[src/rtl/irqp_pkg.sv]
package irqp_pkg;
  localparam int VEC_W  = 24;
  localparam int PRIO_W = 8;
  localparam int WORD_W = VEC_W + PRIO_W;

  localparam logic [VEC_W-1:0]  IPI_VEC   = 24'd2;
  localparam logic [PRIO_W-1:0] PRIO_NONE = 8'hFF;
  localparam logic [PRIO_W-1:0] PRIO_RST  = 8'h00;

  localparam logic [1:0] WIDX_POLL = 2'd0;
  localparam logic [1:0] WIDX_ACK  = 2'd1;
  localparam logic [1:0] WIDX_RSVD = 2'd2;
  localparam logic [1:0] WIDX_IPI  = 2'd3;

  localparam logic [3:0] BE_TOP  = 4'b1000;
  localparam logic [3:0] BE_WORD = 4'b1111;

  typedef struct packed {
    logic              valid;
    logic [PRIO_W-1:0] prio;
    logic [VEC_W-1:0]  vec;
  } cand_t;
endpackage

[src/rtl/irqp_rst_sync.sv]
module irqp_rst_sync (
  input  logic clk,
  input  logic rst_n,
  output logic rst_sync_n
);
  logic [1:0] sync_q;

  always_ff @(posedge clk or negedge rst_n) begin
    if (!rst_n) sync_q <= 2'b00;
    else        sync_q <= {sync_q[0], 1'b1};
  end

  assign rst_sync_n = sync_q[1];
endmodule

[src/rtl/irqp_arbiter.sv]
module irqp_arbiter
  import irqp_pkg::*;
#(
  parameter int N_SRC = 4
) (
  input  logic [N_SRC-1:0]        src_req,
  input  logic [N_SRC*VEC_W-1:0]  src_vec,
  input  logic [N_SRC*PRIO_W-1:0] src_prio,
  input  logic [PRIO_W-1:0]       ipi_prio,
  output cand_t                   best
);
  cand_t cand [N_SRC];

  for (genvar g = 0; g < N_SRC; g++) begin : g_unpack
    assign cand[g].valid = src_req[g];
    assign cand[g].prio  = src_prio[g*PRIO_W +: PRIO_W];
    assign cand[g].vec   = src_vec[g*VEC_W +: VEC_W];
  end

  // Inter-processor request enters first; strict compare keeps it on ties,
  // and keeps the lower index among equal external sources.
  always_comb begin
    best.valid = (ipi_prio != PRIO_NONE);
    best.prio  = ipi_prio;
    best.vec   = IPI_VEC;
    for (int i = 0; i < N_SRC; i++) begin
      if (cand[i].valid && (!best.valid || cand[i].prio < best.prio)) begin
        best = cand[i];
      end
    end
  end
endmodule

[src/rtl/irqp_state.sv]
module irqp_state
  import irqp_pkg::*;
(
  input  logic              clk,
  input  logic              rst_n,
  input  logic              ack_en,
  input  logic [PRIO_W-1:0] ack_prio,
  input  logic              cppr_wr_en,
  input  logic [PRIO_W-1:0] cppr_wdata,
  input  logic              eoi_en,
  input  logic [VEC_W-1:0]  eoi_wvec,
  input  logic              ipi_wr_en,
  input  logic [PRIO_W-1:0] ipi_wdata,
  output logic [PRIO_W-1:0] cppr_q,
  output logic [PRIO_W-1:0] ipi_q,
  output logic              eoi_valid_q,
  output logic [VEC_W-1:0]  eoi_vec_q
);
  logic [PRIO_W-1:0] cppr_d;
  logic [PRIO_W-1:0] ipi_d;
  logic              cppr_ce;
  logic              ipi_ce;

  always_comb begin
    cppr_ce = ack_en | cppr_wr_en;
    cppr_d  = ack_en ? ack_prio : cppr_wdata;
    ipi_ce  = ipi_wr_en;
    ipi_d   = ipi_wdata;
  end

  always_ff @(posedge clk or negedge rst_n) begin
    if (!rst_n) begin
      cppr_q      <= PRIO_RST;
      ipi_q       <= PRIO_NONE;
      eoi_valid_q <= 1'b0;
      eoi_vec_q   <= '0;
    end else begin
      if (cppr_ce) cppr_q    <= cppr_d;
      if (ipi_ce)  ipi_q     <= ipi_d;
      if (eoi_en)  eoi_vec_q <= eoi_wvec;
      eoi_valid_q <= eoi_en;
    end
  end
endmodule

[src/rtl/irq_presenter.sv]
module irq_presenter
  import irqp_pkg::*;
#(
  parameter int N_SRC = 4
) (
  input  logic                    clk,
  input  logic                    rst_n,
  input  logic [N_SRC-1:0]        src_req,
  input  logic [N_SRC*VEC_W-1:0]  src_vec,
  input  logic [N_SRC*PRIO_W-1:0] src_prio,
  input  logic                    bus_en,
  input  logic                    bus_we,
  input  logic [3:0]              bus_addr,
  input  logic [3:0]              bus_be,
  input  logic [WORD_W-1:0]       bus_wdata,
  output logic [WORD_W-1:0]       bus_rdata,
  output logic                    irq_out,
  output logic                    eoi_valid,
  output logic [VEC_W-1:0]        eoi_vec
);
  logic              rst_sync_n;
  cand_t             best;
  logic [PRIO_W-1:0] cppr_q;
  logic [PRIO_W-1:0] ipi_q;
  logic [1:0]        widx;
  logic              rd_ack, wr_ack, cppr_wr, eoi_wr, ipi_wr;
  logic [PRIO_W-1:0] sel_prio;
  logic              sel_valid;
  logic [WORD_W-1:0] ack_word;

  irqp_rst_sync u_rst (
    .clk        (clk),
    .rst_n      (rst_n),
    .rst_sync_n (rst_sync_n)
  );

  irqp_arbiter #(.N_SRC(N_SRC)) u_arb (
    .src_req  (src_req),
    .src_vec  (src_vec),
    .src_prio (src_prio),
    .ipi_prio (ipi_q),
    .best     (best)
  );

  assign sel_prio  = best.prio;
  assign sel_valid = best.valid;
  assign irq_out   = best.valid && (best.prio < cppr_q);

  always_comb begin
    widx    = bus_addr[3:2];
    rd_ack  = bus_en && !bus_we && (widx == WIDX_ACK) && irq_out;
    wr_ack  = bus_en &&  bus_we && (widx == WIDX_ACK);
    cppr_wr = wr_ack && ((bus_be == BE_TOP) || (bus_be == BE_WORD));
    eoi_wr  = wr_ack && (bus_be == BE_WORD);
    ipi_wr  = bus_en && bus_we && (widx == WIDX_IPI) && bus_be[3];
  end

  always_comb begin
    ack_word = {cppr_q, irq_out ? best.vec : {VEC_W{1'b0}}};
    unique case (widx)
      WIDX_POLL, WIDX_ACK: bus_rdata = ack_word;
      WIDX_IPI:            bus_rdata = {ipi_q, {VEC_W{1'b0}}};
      default:             bus_rdata = '0;
    endcase
  end

  irqp_state u_state (
    .clk         (clk),
    .rst_n       (rst_sync_n),
    .ack_en      (rd_ack),
    .ack_prio    (best.prio),
    .cppr_wr_en  (cppr_wr),
    .cppr_wdata  (bus_wdata[WORD_W-1 -: PRIO_W]),
    .eoi_en      (eoi_wr),
    .eoi_wvec    (bus_wdata[VEC_W-1:0]),
    .ipi_wr_en   (ipi_wr),
    .ipi_wdata   (bus_wdata[WORD_W-1 -: PRIO_W]),
    .cppr_q      (cppr_q),
    .ipi_q       (ipi_q),
    .eoi_valid_q (eoi_valid),
    .eoi_vec_q   (eoi_vec)
  );
endmodule

[config.mk]
export PLATFORM = sky130hd
export DESIGN_NAME = irq_presenter
export DESIGN_NICKNAME = d
export VERILOG_FILES = /design/src/rtl/irqp_pkg.sv /design/src/rtl/irqp_rst_sync.sv /design/src/rtl/irqp_arbiter.sv /design/src/rtl/irqp_state.sv /design/src/rtl/irq_presenter.sv
export SDC_FILE = /design/constraint.sdc
export NUM_CORES = 1
export LEC_CHECK = 0
export BUFFER_PORTS_ARGS = -buffer_cell sky130_fd_sc_hd__buf_2
export CORE_MARGIN = 2
export CORE_UTILIZATION = 30
export DETAILED_ROUTE_END_ITERATION = 8
export PLACE_DENSITY_LB_ADDON = 0.3
export SYNTH_ARGS = -nofsm -noshare
export SYNTH_HDL_FRONTEND = slang
export SYNTH_SLANG_ARGS = --single-unit
[constraint.sdc]
create_clock -name clk -period 11.5 [get_ports clk]
set_clock_uncertainty 0.05 [all_clocks]
set_input_delay 1.725 -clock clk [delete_from_list [all_inputs] [get_ports clk]]
set_output_delay 1.725 -clock clk [all_outputs]
set_load 0.01 [all_outputs]
==> After elaboration in Yosys (flattened, before gate mapping) <==
Cells that the tools add are included.
{ "word_totals": {"word_cells": 49, "ff_bits": 43, "input_bits": 176, "output_inout_bits": 58} }
{ "classes": {"n_bitwise": 1, "n_reduce_logical": 26, "order_cmp": 5, "muxes": 7, "eq_ne": 5} }
{ "ops": {"columns": ["cell", "count"], "rows": [
  ["$mux W33", 4],
  ["$pmux W32 S2", 1],
  ["$lt A8 B8 Y1", 5],
  ["$mux W24", 1],
  ["$logic_and A1 B1 Y1", 14],
  ["$eq A4 B4 Y1 const B", 2],
  ["$mux W8", 1],
  ["$ne A8 B8 Y1 const B", 1],
  ["$logic_not A1 Y1", 5],
  ["$logic_or A1 B1 Y1", 5],
  ["$eq A2 B1 Y1 const B", 1],
  ["$eq A2 B2 Y1 const B", 1],
  ["$logic_not A2 Y1", 1],
  ["$reduce_or A2 Y1", 1],
  ["$or A1 B1 Y1", 1]
]} }

==> Logic depth before layout (Yosys ltp) <==
{ "depth": {"ltp_word": 21, "depth_mapped": 54, "depth_no_buf": 47} }

==> Hierarchy <==
From an unflattened synthesis, not the netlist that was laid out.
{ "unflattened": {"hier_cells": 517, "hier_area_um2": 4941.0} }
{ "modules_own_cells": {"columns": ["module", "n_inst", "area_per_inst_um2", "cells_per_inst", "seq_area_each_um2"], "rows": [
  ["irqp_arbiter", 1, 2358.5, 298, 0.0],
  ["irqp_state", 1, 1690.4, 103, 1036.0],
  ["irq_presenter", 1, 838.3, 113, 0.0],
  ["irqp_rst_sync", 1, 53.8, 3, 50.0]
]} }

==> Least setup slack after synthesis <==
OpenSTA, ideal clock, no wires.
{ "synth_path": {"path_kind": "input port to output port", "startpoint": "in src_prio[5]", "endpoint": "out bus_rdata[0]", "arrival_ps": 10519, "required_ps": 9725, "n_path_buf": 8, "path_slack_ps": -794, "path_stages": 46, "path_cell_list": "ha_1 a21oi_1 a2bb2oi_1 a21boi_4 or2_1 buf_2 clkbuf_1 a21oi_1 ha_1 a21o_1 a21o_1 a21oi_1 o21ai_0 nor3_1 a31o_2 clkbuf_1 clkbuf_1 nand2_1 [... 10 more ...] inv_1 ha_1 a21o_1 a21o_1 a21o_1 or4_1 nand2b_1 nand3_2 buf_6 mux2_1 ha_1 nor2b_1 o21ai_0 nand2_1 a221o_1 a211oi_2 buf_2 nor2b_1"} }
{ "synth_between": {"elab_chain_cells": 20, "elab_cells_between_ends": 23, "classes_between": "order compare (5); mux (6); reduce/logical (12)"} }
{ "synth_lines": {"columns": ["item", "line", "source"], "rows": [
  ["start: declaration", "irq_presenter.sv:10", "input logic [N_SRC*PRIO_W-1:0] src_prio,"],
  ["$lt A8 B8 Y1", "irqp_arbiter.sv:27", "if (cand[i].valid && (!best.valid || cand[i].prio < best.prio)) begin"],
  ["$logic_or A1 B1 Y1", "irqp_arbiter.sv:27", null],
  ["$logic_and A1 B1 Y1", "irqp_arbiter.sv:27", null],
  ["$mux W33 (*)", "irqp_arbiter.sv:27", null],
  ["$lt A8 B8 Y1 / $logic_not A1 Y1 (equally long branches)", "irqp_arbiter.sv:27", null],
  ["$logic_or A1 B1 Y1", "irqp_arbiter.sv:27", null],
  ["$logic_and A1 B1 Y1", "irqp_arbiter.sv:27", null],
  ["$mux W33 (*)", "irqp_arbiter.sv:27", null],
  ["[... 4 more ...]", null, null],
  ["$lt A8 B8 Y1 / $logic_not A1 Y1 (equally long branches)", "irqp_arbiter.sv:27", null],
  ["$logic_or A1 B1 Y1", "irqp_arbiter.sv:27", null],
  ["$logic_and A1 B1 Y1", "irqp_arbiter.sv:27", null],
  ["$mux W33 (*)", "irqp_arbiter.sv:27", null],
  ["$lt A8 B8 Y1", "irq_presenter.sv:47", "assign irq_out = best.valid && (best.prio < cppr_q);"],
  ["$logic_and A1 B1 Y1", "irq_presenter.sv:47", null],
  ["$mux W24 (*)", "irq_presenter.sv:59", "ack_word = {cppr_q, irq_out ? best.vec : {VEC_W{1'b0}}};"],
  ["$pmux W32 S2 (*)", "irq_presenter.sv:60", "unique case (widx)"],
  ["end: declaration", "irq_presenter.sv:16", "output logic [WORD_W-1:0] bus_rdata,"]
]} }
Every way passes the cells marked *; elsewhere a longest branch is shown, timed or not.

==> Final worst setup path <==
{ "layout_path": {"startpoint": "in src_prio[6]", "endpoint": "out bus_rdata[15]"} }
The elaborated chain is that of the path after synthesis.

==> impl_results.md <==
- Gr ovfl total: 0
- Outcome: complete, but fails checks
- CTS max path bufs: 2
- Detail Placement HPWL: 11,700 um
- Fillers: 1,357
- Most frequent cells in the layout: buf_2, nand2_1, buf_4
- Clock Latency Late Sink: 0.28 ns
- Vias in the first global route: 5,040
- Post-synthesis mux area share: 18.9%
- Clock Root Buffer: clkbuf_16
- First-pass GRT wire length: 24,700 um
- Mapped Area: 4360 um^2
- Final core occ: 50.7%
- Worst-path clk slew: 0.06 ns
- Pin count of the biggest net entering global routing: 49
- Max stage delay on crit path: 0.45 ns
- FFs w/ async S/R, synth: 100%
- DRT antenna net count: 0
- Num rows: 44
- Multi-input logic area: 3590 um^2
- H-tree Lvls: 2
- Slew HR: 24.6%
- CTS Sinks: 43
- Register area: 1090 um^2
- Dominant synthesized flop cell: dfrtp_1
- Starting Density: 30.3%
- Max Cap Viol: 0
- Tot GR Track Use: 19.1%
- Leak Pwr: 0.00371 uW
- Warnings from Yosys: 0
- Residual DRC: 0
- Critical Setup Path Class: input pin to output pin
- Final Hold Fails: 0
- TritonCTS clock tree: done
- TritonRoute pass-1 iters: 4
- Synth Area in XOR/XNOR: 0.201%
- Synth cell types: 60
- Avg WL per Cell: 15.1 um
- Worst path required time: 9.73 ns
- Adder-Cell Fraction of Synth Area: 8.90%
- Initial antenna violation count: 1
- Hold Worst Slack: 0.254 ns
- Sequential share of the synthesized area: 24.9%
- Die Ht: 125 um
- Post-route setup slack: -0.360 ns
- Max Fclk: 0.0843 GHz
- Synth Area in Simple Gates: 21.9%
- Mapped Cells: 555
- Worst hold path type: flop to asynchronous set/reset pin
- Worst EP arrival: 10.08 ns
- GP Congestion: 0.802
- CP endpoint kind: output pin
- Final Cycle Share: 103%
- Full die area: 15,500 um^2
- DRT iter0 DRCs: 194
- Failing checks: negative setup slack
- Layout cells sized above 1: 54.6%
- Minimum clock period: 11.86 ns
- Num CTS Buffers: 5
- Cell Pwr Density: 234 nW/um^2
- Slew Viols, Final: 0
- Startpoint Class: input pin
- # IOs: 234
- Final WL: 15,600 um
- Crit path max fanout: 7
- RSZ-0062 raised after global routing: true
- Worst slew pin tran: 1.13 ns
- Die X: 125 um
- Critical-path top delay cell: or3b_4
- Post-synth EDFFs: 0
- Final setup violation count: 24
- Syn Nets: 762
- Vias/cell: 4.89
- Max VDD drop: 0.000148 V
- Detailed-route via count: 5,062
- Layout Nets: 1,057
- Synth Area in Compound Gates: 18.6%
- #FFs+latches synth: 43
- Core area: 14,400 um^2
- Post-CTS Hold Fix Bufs: 0
- Port Buf Inserts: 231
- Mean Syn Cell Area: 7.85 um^2
- Layout area overhead: 67.1%
- Largest family of logic cells by synthesized area: simple AND/OR/NAND/NOR gates
- Most common cell after layout, fill and taps aside: buf_2
## where the power goes
group	internal [uW]	switching [uW]	leakage [uW]
Clock	103	57.2	0.0000804
Sequential	185	16.9	0.000541
Combinational	728	612	0.00309
## cell families after synthesis
logic type | Yosys count
AO/OA/AOI/OAI | 136
other | 1
adder cells (fa/ha/maj) | 31
flip-flops | 43
buffers and inverters | 66
multiplexers | 73
XOR/XNOR | 1
AND/OR/NAND/NOR | 204
## state kept, by name (all words and copies together) (netlist names)
| register | flops |
|---|---|
| u_state.eoi_valid_q | 1 |
| u_state.ipi_q | 8 |
| u_rst.sync_q | 2 |
| u_state.eoi_vec_q | 24 |
| u_state.cppr_q | 8 |
## critical path: cells and delay by family
kind | cells | cell delay (ns)
AO/OA/AOI/OAI | 20 | 3.72
adder cells (fa/ha/maj) | 5 | 1.14
buffers and inverters | 9 | 1.19
multiplexers | 1 | 0.33
AND/OR/NAND/NOR | 13 | 1.95
## per-stage QoR
step	instance area [um^2]	worst slack, ns	instances	power, uW	setup TNS [ns]
finish	7280	-0.360	1036	1700	-8.01
detailed placement	6010	-0.597	980	1100	-14.18
CTS	7000	-0.111	1027	1570	-1.36
global placement	6010	-0.586	980	1100	-14.00
floorplan	4490	0.0123	555	820	0
global route	7280	-0.806	1036	1840	-19.04
## layout make-up
class	count	share of cell area (%)
antenna	1	0.0344
clock buffer	5	1.72
clock inverter	3	0.636
inverter	34	1.75
multi-input combinational	448	49.3
sequential	43	14.9
tap	184	3.16
timing repair buffer	318	28.4
## layer usage
| metal | vias to the layer above | share of wire, % | track usage [%] | wire length [um] |
|---|---|---|---|---|
| met2 | 183 | 48 | 33.9 | 7540 |
| met3 | 10 | 5.9 | 2.75 | 914 |
| met4 | 0 | 0.99 | 3.30 | 154 |
| met5 | - | 0 | 0 | 0 |
| met1 | 2352 | 45 | 25.0 | 7000 |
| li1 | 2517 | - | - | - |
## path summary, 6_finish.rpt
check	cells past startpoint	startpoint	end	slack, ns
max in group asynchronous	1	rst_n	u_rst.sync_q[0]$_DFF_PN0_	10.14
min in group clk	0	u_rst.sync_q[0]$_DFF_PN0_	u_rst.sync_q[1]$_DFF_PN0_	0.30
worst max-delay path	48	src_prio[6]	bus_rdata[15]	-0.36
worst min-delay path	0	u_rst.sync_q[1]$_DFF_PN0_	u_state.eoi_vec_q[16]$_DFFE_PN0P_	0.25
worst max register to register	46	u_state.ipi_q[6]$_DFFE_PN1P_	u_state.cppr_q[7]$_DFFE_PN0P_	2.13
worst min register to register	0	u_rst.sync_q[1]$_DFF_PN0_	u_state.eoi_vec_q[16]$_DFFE_PN0P_	0.25
## cells in the mapped netlist, types with 2 or more instances
cell,n,area [um^2]
ha_1,31,388
nor2b_1,29,181
buf_6,3,33.8
a21oi_1,38,190
mux2_4,10,150
or2_1,2,12.5
a21o_1,9,67.6
o21ai_1,2,10.0
nand3b_1,2,15.0
a22oi_1,2,15.0
o31a_1,2,17.5
dfstp_2,8,210
clkbuf_1,23,86.3
buf_4,2,15.0
inv_1,34,128
buf_2,3,15.0
o21ai_0,62,310
o21a_1,2,15.0
or4_1,2,15.0
nand4_1,6,37.5
nor3_1,4,20.0
nand2_1,85,319
nor2_1,46,173
nand2b_1,3,18.8
mux2_2,32,360
nor4_1,2,12.5
mux2_1,2,22.5
mux2i_1,29,290
dfrtp_1,35,876
nand3_1,15,75.1
## repair_timing
| action | 4_1_cts | 5_1_grt |
|---|---|---|
| endpoints found under the setup margin | 25 | 25 |
| resized for setup | 91 | 45 |
| pin swaps | 36 | 30 |
| buffers inserted | 35 | 9 |
| cloned | 4 | 1 |
(Power assumes the default switching activity.)
